<file path="config.mk">
export PLATFORM = sky130hd
export DESIGN_NAME = rsb_top
export DESIGN_NICKNAME = d
export VERILOG_FILES = /design/src/rtl/rsb_pkg.sv /design/src/rtl/rsb_ctrl.sv /design/src/rtl/rsb_dp.sv /design/src/rtl/rsb_top.sv
export SDC_FILE = /design/constraint.sdc
export NUM_CORES = 1
export LEC_CHECK = 0
export ABC_AREA = 1
export BUFFER_PORTS_ARGS = -buffer_cell sky130_fd_sc_hd__buf_2
export CAP_MARGIN = 20
export CORE_ASPECT_RATIO = 2
export CORE_MARGIN = 2
export CORE_UTILIZATION = 35
export DETAILED_ROUTE_END_ITERATION = 8
export SYNTH_ARGS = -nofsm -noshare
export SYNTH_HDL_FRONTEND = slang
export SYNTH_SLANG_ARGS = --single-unit
</file>
<file path="constraint.sdc">
create_clock -name clkIn -period 1.7 [get_ports clkIn]
set_input_delay 0.255 -clock clkIn [delete_from_list [all_inputs] [get_ports clkIn]]
set_output_delay 0.255 -clock clkIn [all_outputs]
set_load 0.02 [all_outputs]
</file>
<file path="src/rtl/rsb_pkg.sv">
package rsb_pkg;

  localparam int BOOT_W = 4;

  // Strobes from the control half to the datapath half
  typedef struct packed {
    logic capture;  // load straps on this edge
    logic syncRel;  // synchronised pin release seen
    logic inRst;    // internal reset still asserted
  } rsbStrobe_t;

  // Host bus bit feeding each strap position
  function automatic int bootPos(input int idx);
    case (idx)
      0:       return 3;
      1:       return 4;
      2:       return 8;
      default: return 14;
    endcase
  endfunction

endpackage

</file>
<file path="src/rtl/rsb_ctrl.sv">
module rsb_ctrl
  import rsb_pkg::*;
#(
  parameter int STRETCH     = 512,
  parameter int SYNC_STAGES = 2
) (
  input  logic       clkIn,
  input  logic       extRstN,
  output rsbStrobe_t strb,
  output logic       intRstN
);

  localparam int CNT_W = $clog2(STRETCH + 1);
  localparam logic [CNT_W-1:0] CNT_LAST = CNT_W'(STRETCH - 1);

  logic [SYNC_STAGES-1:0] syncQ;
  logic [CNT_W-1:0]       stretchCnt;
  logic                   stretchDone;

  // Assert asynchronously, release through the synchroniser
  always_ff @(posedge clkIn or negedge extRstN) begin
    if (!extRstN) syncQ <= '0;
    else          syncQ <= {syncQ[SYNC_STAGES-2:0], 1'b1};
  end

  always_ff @(posedge clkIn or negedge extRstN) begin
    if (!extRstN) begin
      stretchCnt  <= '0;
      stretchDone <= 1'b0;
    end else if (syncQ[SYNC_STAGES-1] && !stretchDone) begin
      stretchCnt <= stretchCnt + 1'b1;
      if (stretchCnt == CNT_LAST) stretchDone <= 1'b1;
    end
  end

  always_comb begin
    strb.capture = ~syncQ[0];
    strb.syncRel = syncQ[SYNC_STAGES-1];
    strb.inRst   = ~stretchDone;
  end

  assign intRstN = stretchDone;

endmodule

</file>
<file path="src/rtl/rsb_dp.sv">
module rsb_dp
  import rsb_pkg::*;
#(
  parameter int DATA_W          = 16,
  parameter int CORE_DIV        = 8,
  parameter int CLK_VALID_TICKS = 6,
  parameter int NUM_SER         = 2
) (
  input  logic               clkIn,
  input  logic               arstN,
  input  rsbStrobe_t         strb,
  input  logic [DATA_W-1:0]  hostData,
  input  logic               bypassClr,
  output logic               coreClkEn,
  output logic [BOOT_W-1:0]  bootCfg,
  output logic               pllBypass,
  output logic               clkZOe,
  output logic               clkLowHold,
  output logic               memBusOe,
  output logic [NUM_SER-1:0] serialOe,
  output logic               busReqValid
);

  localparam int DIV_W  = $clog2(CORE_DIV);
  localparam int TICK_W = $clog2(CLK_VALID_TICKS + 1);
  localparam logic [DIV_W-1:0]  DIV_LAST  = DIV_W'(CORE_DIV - 1);
  localparam logic [TICK_W-1:0] TICK_LAST = TICK_W'(CLK_VALID_TICKS - 1);

  logic [DIV_W-1:0]  divCnt;
  logic [TICK_W-1:0] tickCnt;
  logic              clkValid;
  logic [BOOT_W-1:0] strapSel;
  logic              unusedBus;

  // Core clock enable: 1-in-CORE_DIV during reset, every cycle after
  always_ff @(posedge clkIn or negedge arstN) begin
    if (!arstN) divCnt <= '0;
    else        divCnt <= divCnt + 1'b1;
  end

  assign coreClkEn = strb.inRst ? (divCnt == DIV_LAST) : 1'b1;

  // Clock outputs become valid after a number of slow core periods
  always_ff @(posedge clkIn or negedge arstN) begin
    if (!arstN) begin
      tickCnt  <= '0;
      clkValid <= 1'b0;
    end else if (strb.syncRel && coreClkEn && !clkValid) begin
      tickCnt <= tickCnt + 1'b1;
      if (tickCnt == TICK_LAST) clkValid <= 1'b1;
    end
  end

  // Strap selection from the host bus
  for (genvar i = 0; i < BOOT_W; i++) begin : g_strap
    assign strapSel[i] = hostData[bootPos(i)];
  end
  assign unusedBus = ^hostData;

  always_ff @(posedge clkIn or negedge arstN) begin
    if (!arstN)            bootCfg <= '0;
    else if (strb.capture) bootCfg <= strapSel;
  end

  // Bypass select: set by reset, cleared only from run mode
  always_ff @(posedge clkIn or negedge arstN) begin
    if (!arstN)                          pllBypass <= 1'b1;
    else if (bypassClr && !strb.inRst)   pllBypass <= 1'b0;
  end

  // Pin-group controls
  assign clkZOe      = clkValid;
  assign clkLowHold  = ~clkValid;
  assign memBusOe    = ~strb.inRst;
  assign busReqValid = ~strb.inRst;

  for (genvar g = 0; g < NUM_SER; g++) begin : g_ser
    assign serialOe[g] = ~strb.inRst;
  end

endmodule

</file>
<file path="src/rtl/rsb_top.sv">
module rsb_top
  import rsb_pkg::*;
#(
  parameter int STRETCH         = 512,
  parameter int SYNC_STAGES     = 2,
  parameter int CORE_DIV        = 8,
  parameter int CLK_VALID_TICKS = 6,
  parameter int DATA_W          = 16,
  parameter int NUM_SER         = 2
) (
  input  logic               clkIn,
  input  logic               extRstN,
  input  logic [DATA_W-1:0]  hostData,
  input  logic               bypassClr,
  output logic               intRstN,
  output logic               coreClkEn,
  output logic [BOOT_W-1:0]  bootCfg,
  output logic               pllBypass,
  output logic               clkZOe,
  output logic               clkLowHold,
  output logic               memBusOe,
  output logic [NUM_SER-1:0] serialOe,
  output logic               busReqValid
);

  rsbStrobe_t strb;

  rsb_ctrl #(
    .STRETCH    (STRETCH),
    .SYNC_STAGES(SYNC_STAGES)
  ) u_ctrl (
    .clkIn  (clkIn),
    .extRstN(extRstN),
    .strb   (strb),
    .intRstN(intRstN)
  );

  rsb_dp #(
    .DATA_W         (DATA_W),
    .CORE_DIV       (CORE_DIV),
    .CLK_VALID_TICKS(CLK_VALID_TICKS),
    .NUM_SER        (NUM_SER)
  ) u_dp (
    .clkIn      (clkIn),
    .arstN      (extRstN),
    .strb       (strb),
    .hostData   (hostData),
    .bypassClr  (bypassClr),
    .coreClkEn  (coreClkEn),
    .bootCfg    (bootCfg),
    .pllBypass  (pllBypass),
    .clkZOe     (clkZOe),
    .clkLowHold (clkLowHold),
    .memBusOe   (memBusOe),
    .serialOe   (serialOe),
    .busReqValid(busReqValid)
  );

endmodule

</file>
==> run summary, run 1 <==
Power Density: 1123 nW/um2
layout cell share with drive strength beyond 1: 31.54%
clk_lat worst skew: 0.27 ns
htree depth: 1
Ports: 32
number of fill cells in the layout: 301
vias per cell: 4.652
DRT Pass-1 Iters: 2
WP buf/inv: 1
period utilization: 97.33%
final core occ: 42.73%
Longest Clk Path Bufs: 2
WS Path Type: flop to output pin
DRT iter0 DRCs: 6
initial antenna violation count: 0
synthesized flop and latch total: 25
status: completed
critical path capture point type: output pin
Total GRT Usage: 12.11%
critical path's slowest cell: dfrtp_1
DIE HEIGHT: 85.50 um
Post-Syn Nets: 132
hold crit path type: input pin to flop
CP Launch Type: flop
leakage power total: 0.7158 nW
FF-to-FF End: u_dp.clkZOe$_DFFE_PN0P_
Vias: 749
IO buf count: 19
Max-Cap Viols: 0
Ant. Diodes: 0
Syn Std Cell Area: 1162 um2
CTS tree: done
Starting Density: 36.82%
pin count of the biggest net entering global routing: 26
average cell area after synthesis: 10.76 um2
post-place instance area: 1266 um2
WL final: 1848 um
Layout area overhead: 16.04%
fin crit period: 1.655 ns
Fin. Hold Viols: 0
fmax: 604.4 MHz
Critical Path RT: 1.44 ns
DP HPWL: 1436 um
remaining routing DRC violations: 0
path depth of the worst reg2reg path: 5
total CTS buffers: 3
Max Clock Skew: 0.001996 ns
mean routed wirelength per cell: 11.48 um
CTS clk-pin slew, worst paths: 0.08 ns
kind of cell adding the most delay to the critical path: flip-flops
R2R Setup Slk: 0.41 ns
Rows: 29
setup violators final: 0
Final Max Tran Viols: 0
hold path start: bypassClr
hold endpoint: u_dp.pllBypass$_DFFE_PN1P_
Total Nets Final: 155
worst slew pin tran: 0.5474 ns
routability cong.: 0.7751
DRT antenna net count: 0
Worst EP arrival: 1.40 ns
r2r startpoint: u_dp.divCnt[0]$_DFF_PN0_
Crit Path Max Fanout: 2
Netlist cell types: 23
design area: 1349 um2
Yosys Warn Count: 0
number of global-route vias before repair: 775
Worst slew margin: 63.51%
share of the yosys chip area belonging to registers: 53.93%
die area: 3826 um2
crit-path cells: ha_2 -> ha_1 -> or2_4 -> buf_6
Sink Count: 25
Worst path max stage delay: 0.39 ns
Mapped Cells: 108
total global routing overflow: 0
worst-case vdd ir drop: 0.0006353 V
clk root buf: clkbuf_8
die width: 44.75 um
Hold Path Cell Cnt: 2
Core Region: 3157 um2
first-pass GRT wire length: 3408 um
## worst register-to-register path, stage by stage, from the launching register on
cell and delay [ns]:
dfrtp_1 0.39, ha_2 0.18, ha_1 0.17, or2_4 0.26
nand3_4 0.09, o21ai_0 0.09
## stage by stage
stage / TNS (ns) / power (mW) / std cells / setup WS (ns) / hold WS, ns
2_1_floorplan: 0 / 1.083 / 108 / 0.3290 / -0.04059
3_3_place_gp: 0 / 1.155 / 154 / 0.2414 / 0.2681
3_5_place_dp: 0 / 1.186 / 154 / 0.2303 / 0.2772
4_1_cts: 0 / 1.540 / 160 / 0.002104 / 0.1301
5_1_grt: -0.0002263 / 1.624 / 161 / -0.0002263 / 0.1280
6_report: 0 / 1.514 / 161 / 0.04545 / 0.1326
## sequential cells by signal, indices dropped and copies added (netlist names)
| name | cells |
|---|---|
| u_dp.clkZOe | 1 |
| u_dp.divCnt | 3 |
| u_ctrl.syncQ | 2 |
| u_dp.pllBypass | 1 |
| u_ctrl.stretchCnt | 10 |
| u_dp.tickCnt | 3 |
| u_dp.bootCfg | 4 |
| u_ctrl.intRstN | 1 |
## repair_timing
action                                 4_1_cts  5_1_grt
hold buffers                                 1        0
setup endpoints to repair                    1        1
endpoints found under the hold margin       24        0
setup buffers                                1        1
pin swaps                                    0        1
resized for setup                            2        2
## final cells by class
type,instances,area [um2],area share [%]
flip-flops and latches,25,626.9,46.48
multi-input cells,64,454.2,33.67
inverters,15,56.30,4.174
repair buffers,22,126.4,9.369
clock buffers,3,41.29,3.061
well taps,31,38.79,2.876
clock inverters,1,5.005,0.3711
## synthesized netlist by cell type (all sizes together)
| cell type | instances | area (um2) |
|---|---|---|
| dfstp | 1 | 26.28 |
| nor2 | 6 | 55.05 |
| nand2 | 25 | 106.4 |
| xor2 | 3 | 26.28 |
| inv | 15 | 56.30 |
| or2 | 1 | 6.260 |
| dfrtp | 24 | 600.6 |
| a21boi | 1 | 7.510 |
| o21ai | 4 | 20.02 |
| mux2 | 4 | 45.04 |
| nand3 | 7 | 52.55 |
| buf | 4 | 30.03 |
| nor3 | 1 | 16.27 |
| ha | 5 | 62.56 |
| nand4 | 2 | 12.51 |
| conb | 1 | 3.750 |
| xnor2 | 4 | 35.03 |
## cells in the final DEF (no fill, tap or decap), drive strengths merged, types with 2 or more instances in the layout
| master | Yosys | layout |
|---|---|---|
| dfrtp | 24 | 24 |
| nand4 | 2 | 2 |
| nand3 | 7 | 7 |
| inv | 15 | 15 |
| buf | 4 | 21 |
| ha | 5 | 5 |
| nor2 | 6 | 6 |
| o21ai | 4 | 4 |
| nand2 | 25 | 25 |
| mux2 | 4 | 4 |
| clkbuf | 0 | 3 |
| xnor2 | 4 | 4 |
| xor2 | 3 | 3 |
## worst max path at each step
stage,startpoint,end,slack (ns),cells past startpoint
after floorplan,u_dp.divCnt[0]$_DFF_PN0_,u_dp.clkZOe$_DFFE_PN0P_,0.33,5
after global placement,u_dp.divCnt[0]$_DFF_PN0_,coreClkEn,0.24,4
after detailed placement,u_dp.divCnt[0]$_DFF_PN0_,coreClkEn,0.23,4
after CTS,u_dp.divCnt[0]$_DFF_PN0_,coreClkEn,0.002,4
after global routing,u_dp.divCnt[0]$_DFF_PN0_,coreClkEn,-0.0002,4
final,u_dp.divCnt[0]$_DFF_PN0_,coreClkEn,0.05,4
## routing by layer
| metal | up-vias | part of all wire [%] | global-route usage, % |
|---|---|---|---|
| met4 | 0 | 2.1 | 6.612 |
| met1 | 354 | 39 | 13.24 |
| li1 | 372 | - | - |
| met3 | 4 | 3.8 | 1.895 |
| met2 | 19 | 55 | 21.08 |
| met5 | - | 0 | 0 |
## power by group
part,switching (mW),internal (mW)
clock network,0.184,0.164
registers,0.102,0.704
logic,0.209,0.151
## logic make-up (layout without fill, tap and decap cells)
logic type	Yosys count	count (layout)	synth area share [%]
AND/OR/NAND/NOR	42	42	21.42
flip-flops	25	25	53.93
buffers and inverters	19	41	7.427
XOR/XNOR	7	7	5.275
adder cells (fa/ha/maj)	5	5	5.382
AO/OA/AOI/OAI	5	5	2.368
multiplexers	4	4	3.875
other	1	1	0.3226
Note: power is estimated with default switching activity, not from simulation.
==> inputs of run 2 (changes only) <==
--- a/config.mk
+++ b/config.mk
@@ -12,6 +12,7 @@
 export CORE_MARGIN = 2
 export CORE_UTILIZATION = 35
 export DETAILED_ROUTE_END_ITERATION = 8
+export RECOVER_POWER = 100
 export SYNTH_ARGS = -nofsm -noshare
 export SYNTH_HDL_FRONTEND = slang
 export SYNTH_SLANG_ARGS = --single-unit
==> run 2 against run 1 <==
Clock power about the same. Sequential power about the same. Via count up 0.40%. Largest power group unchanged. Highest routed layer unchanged.
==> run summary, run 2 (synthesis results as in run 1) <==
layout cell share with drive strength beyond 1: 18.46% (-13 points)
mean routed wirelength per cell: 11.53 um (+0.43%)
kind of cell adding the most delay to the critical path: flip-flops
biggest regs: u_ctrl.stretchCnt (10), u_dp.bootCfg (4)
htree depth: 1 (unchanged)
Clock Power Share: 23.5% (+0.5 points)
WL final: 1856 um (+0.43%)
critical path's slowest cell: dfrtp_1
Worst path max stage delay: 0.39 ns (about the same)
Max Clock Skew: 0.001944 ns (-0.00005174 ns)
die width: 44.75 um (unchanged)
hold slack: 0.1319 ns (-0.0007750 ns)
CP Launch Type: flop
Crit Path Max Fanout: 2 (unchanged)
routability cong.: 0.7751 (unchanged)
Worst EP arrival: 1.38 ns (-0.02 ns)
Layout area overhead: 10.66%
Ports: 32 (unchanged)
Max-Cap Viols: 0 (unchanged)
initial antenna violation count: 0 (unchanged)
Longest Clk Path Bufs: 2 (unchanged)
status: completed
DRT Pass-1 Iters: 2 (unchanged)
CTS clk-pin slew, worst paths: 0.08 ns (about the same)
unrepaired setup endpoints after global routing: false
Flop pwr share: 54.2% (+0.9 points)
setup_tns: 0 ns (unchanged)
WP buf/inv: 1 (unchanged)
Final Max Tran Viols: 0 (unchanged)
most frequent cells in the layout: dfrtp_1 (24), nand2_1 (23), inv_1 (15)
vias per cell: 4.671 (+0.40%)
WS Path Type: flop to output pin
worst-case vdd ir drop: 0.0006284 V (-1.1%)
total CTS buffers: 3 (unchanged)
Total GRT Usage: 12.11% (unchanged)
fin crit period: 1.636 ns (-0.01865 ns)
Starting Density: 36.82% (unchanged)
Total Nets Final: 155 (unchanged)
area of the multi-input gates: 406.6 um2 (-10%)
pin count of the biggest net entering global routing: 26 (unchanged)
total global routing overflow: 0 (unchanged)
hold crit path type: input pin to flop
Vias: 752 (+0.40%)
DIE HEIGHT: 85.50 um (unchanged)
largest reg by FF count: u_ctrl.stretchCnt
Ant. Diodes: 0 (unchanged)
final core occ: 40.75% (-2.0 points)
remaining routing DRC violations: 0 (unchanged)
Fin. Hold Viols: 0 (unchanged)
max reg flops: 10 (unchanged)
Critical Path RT: 1.44 ns (about the same)
worst slew pin tran: 0.6101 ns (+0.06273 ns)
number of fill cells in the layout: 317 (+5.3%)
Core Region: 3157 um2 (unchanged)
Storage cell area: 626.9 um2 (unchanged)
Int Pwr: 1.006 mW (-1.3%)
number of global-route vias before repair: 775 (unchanged)
IO buf count: 19 (unchanged)
DRT iter0 DRCs: 7 (+1)
Worst slew margin: 59.33% (-4.2 points)
DRT antenna net count: 0 (unchanged)
DP HPWL: 1436 um (unchanged)
period utilization: 96.23% (-1.1 points)
Comb power frac: 22.3% (-1.5 points)
clk root buf: clkbuf_8
Net Sw Frac: 32.22% (-0.49 points)
fmax: 611.3 MHz (+1.1%)
crit-path cells: ha_2 -> ha_1 -> or2_4 -> buf_6
setup violators final: 0 (unchanged)
Psw: 478.2 uW (-3.5%)
clk_lat worst skew: 0.27 ns (about the same)
leakage power total: 0.6491 nW (-9.3%)
Sink Count: 25 (unchanged)
first-pass GRT wire length: 3408 um (unchanged)
Power Density: 1154 nW/um2 (+2.8%)
most common cell after layout, fill and taps aside: dfrtp_1
critical path capture point type: output pin
CTS tree: done
Rows: 29 (unchanged)
die area: 3826 um2 (unchanged)
[run 2: final timing paths]
path,from,end,slack [ns],depth (start not counted)
max,u_dp.divCnt[0]$_DFF_PN0_,coreClkEn,0.06,4
min,bypassClr,u_dp.pllBypass$_DFFE_PN1P_,0.13,2
max reg2reg,u_ctrl.intRstN$_DFFE_PN0P_,u_ctrl.stretchCnt[5]$_DFFE_PN0P_,0.28,5
min reg2reg,u_dp.pllBypass$_DFFE_PN1P_,u_dp.pllBypass$_DFFE_PN1P_,0.48,1
max in group asynchronous,extRstN,u_ctrl.intRstN$_DFFE_PN0P_,0.78,2
min in group asynchronous,extRstN,u_ctrl.stretchCnt[1]$_DFFE_PN0P_,0.52,2
[run 2: cell type report]
cell class	count	area share, %
Sequential cell	25	48.74
Multi-Input combinational cell	64	31.61
Timing Repair Buffer	22	8.658
Inverter	15	4.377
Clock buffer	3	3.210
Tap cell	31	3.016
Clock inverter	1	0.3891
[run 2: repair_timing]
action | CTS | global route
endpoints found under the setup margin | 1 | 1
pin swaps | 0 | 1
buffers inserted | 1 | 1
gates resized for setup | 2 | 2
hold endpoints to repair | 24 | 0
hold buffers | 1 | 0
[run 2: through the flow]
| step | setup WS (ns) | power (mW) | area, um2 | std cells |
|---|---|---|---|---|
| final | 0.06410 | 1.484 | 1286 | 161 |
| after detailed placement | 0.2303 | 1.186 | 1266 | 154 |
| after floorplan | 0.3290 | 1.083 | 1162 | 108 |
| after global routing | 0.01833 | 1.594 | 1286 | 161 |
| after CTS | 0.002104 | 1.540 | 1335 | 160 |
| after global placement | 0.2414 | 1.155 | 1266 | 154 |
[run 2: worst reg2reg max path: cells and delay by family, from the launching register on]
family / cells / cell delay [ns]
buf+inv: 1 / 0.10
flops: 1 / 0.45
simple gates: 3 / 0.60
xor+xnor: 1 / 0.15
[run 2: power groups by stage]
stage | sequential, mW | combinational, mW | clock, mW
floorplan | 0.809 | 0.275 | 0
global placement | 0.806 | 0.349 | 0
detailed placement | 0.818 | 0.368 | 0
CTS | 0.806 | 0.372 | 0.362
global route | 0.820 | 0.391 | 0.383
finish | 0.805 | 0.331 | 0.349
[run 2: layer usage]
metal / share of wire [%] / wire [um] / track usage [%]
met1: 39 / 715 / 13.24
met5: 0 / 0 / 0
met4: 2.8 / 52 / 6.612
met3: 4.4 / 82 / 1.895
met2: 54 / 1006 / 21.08
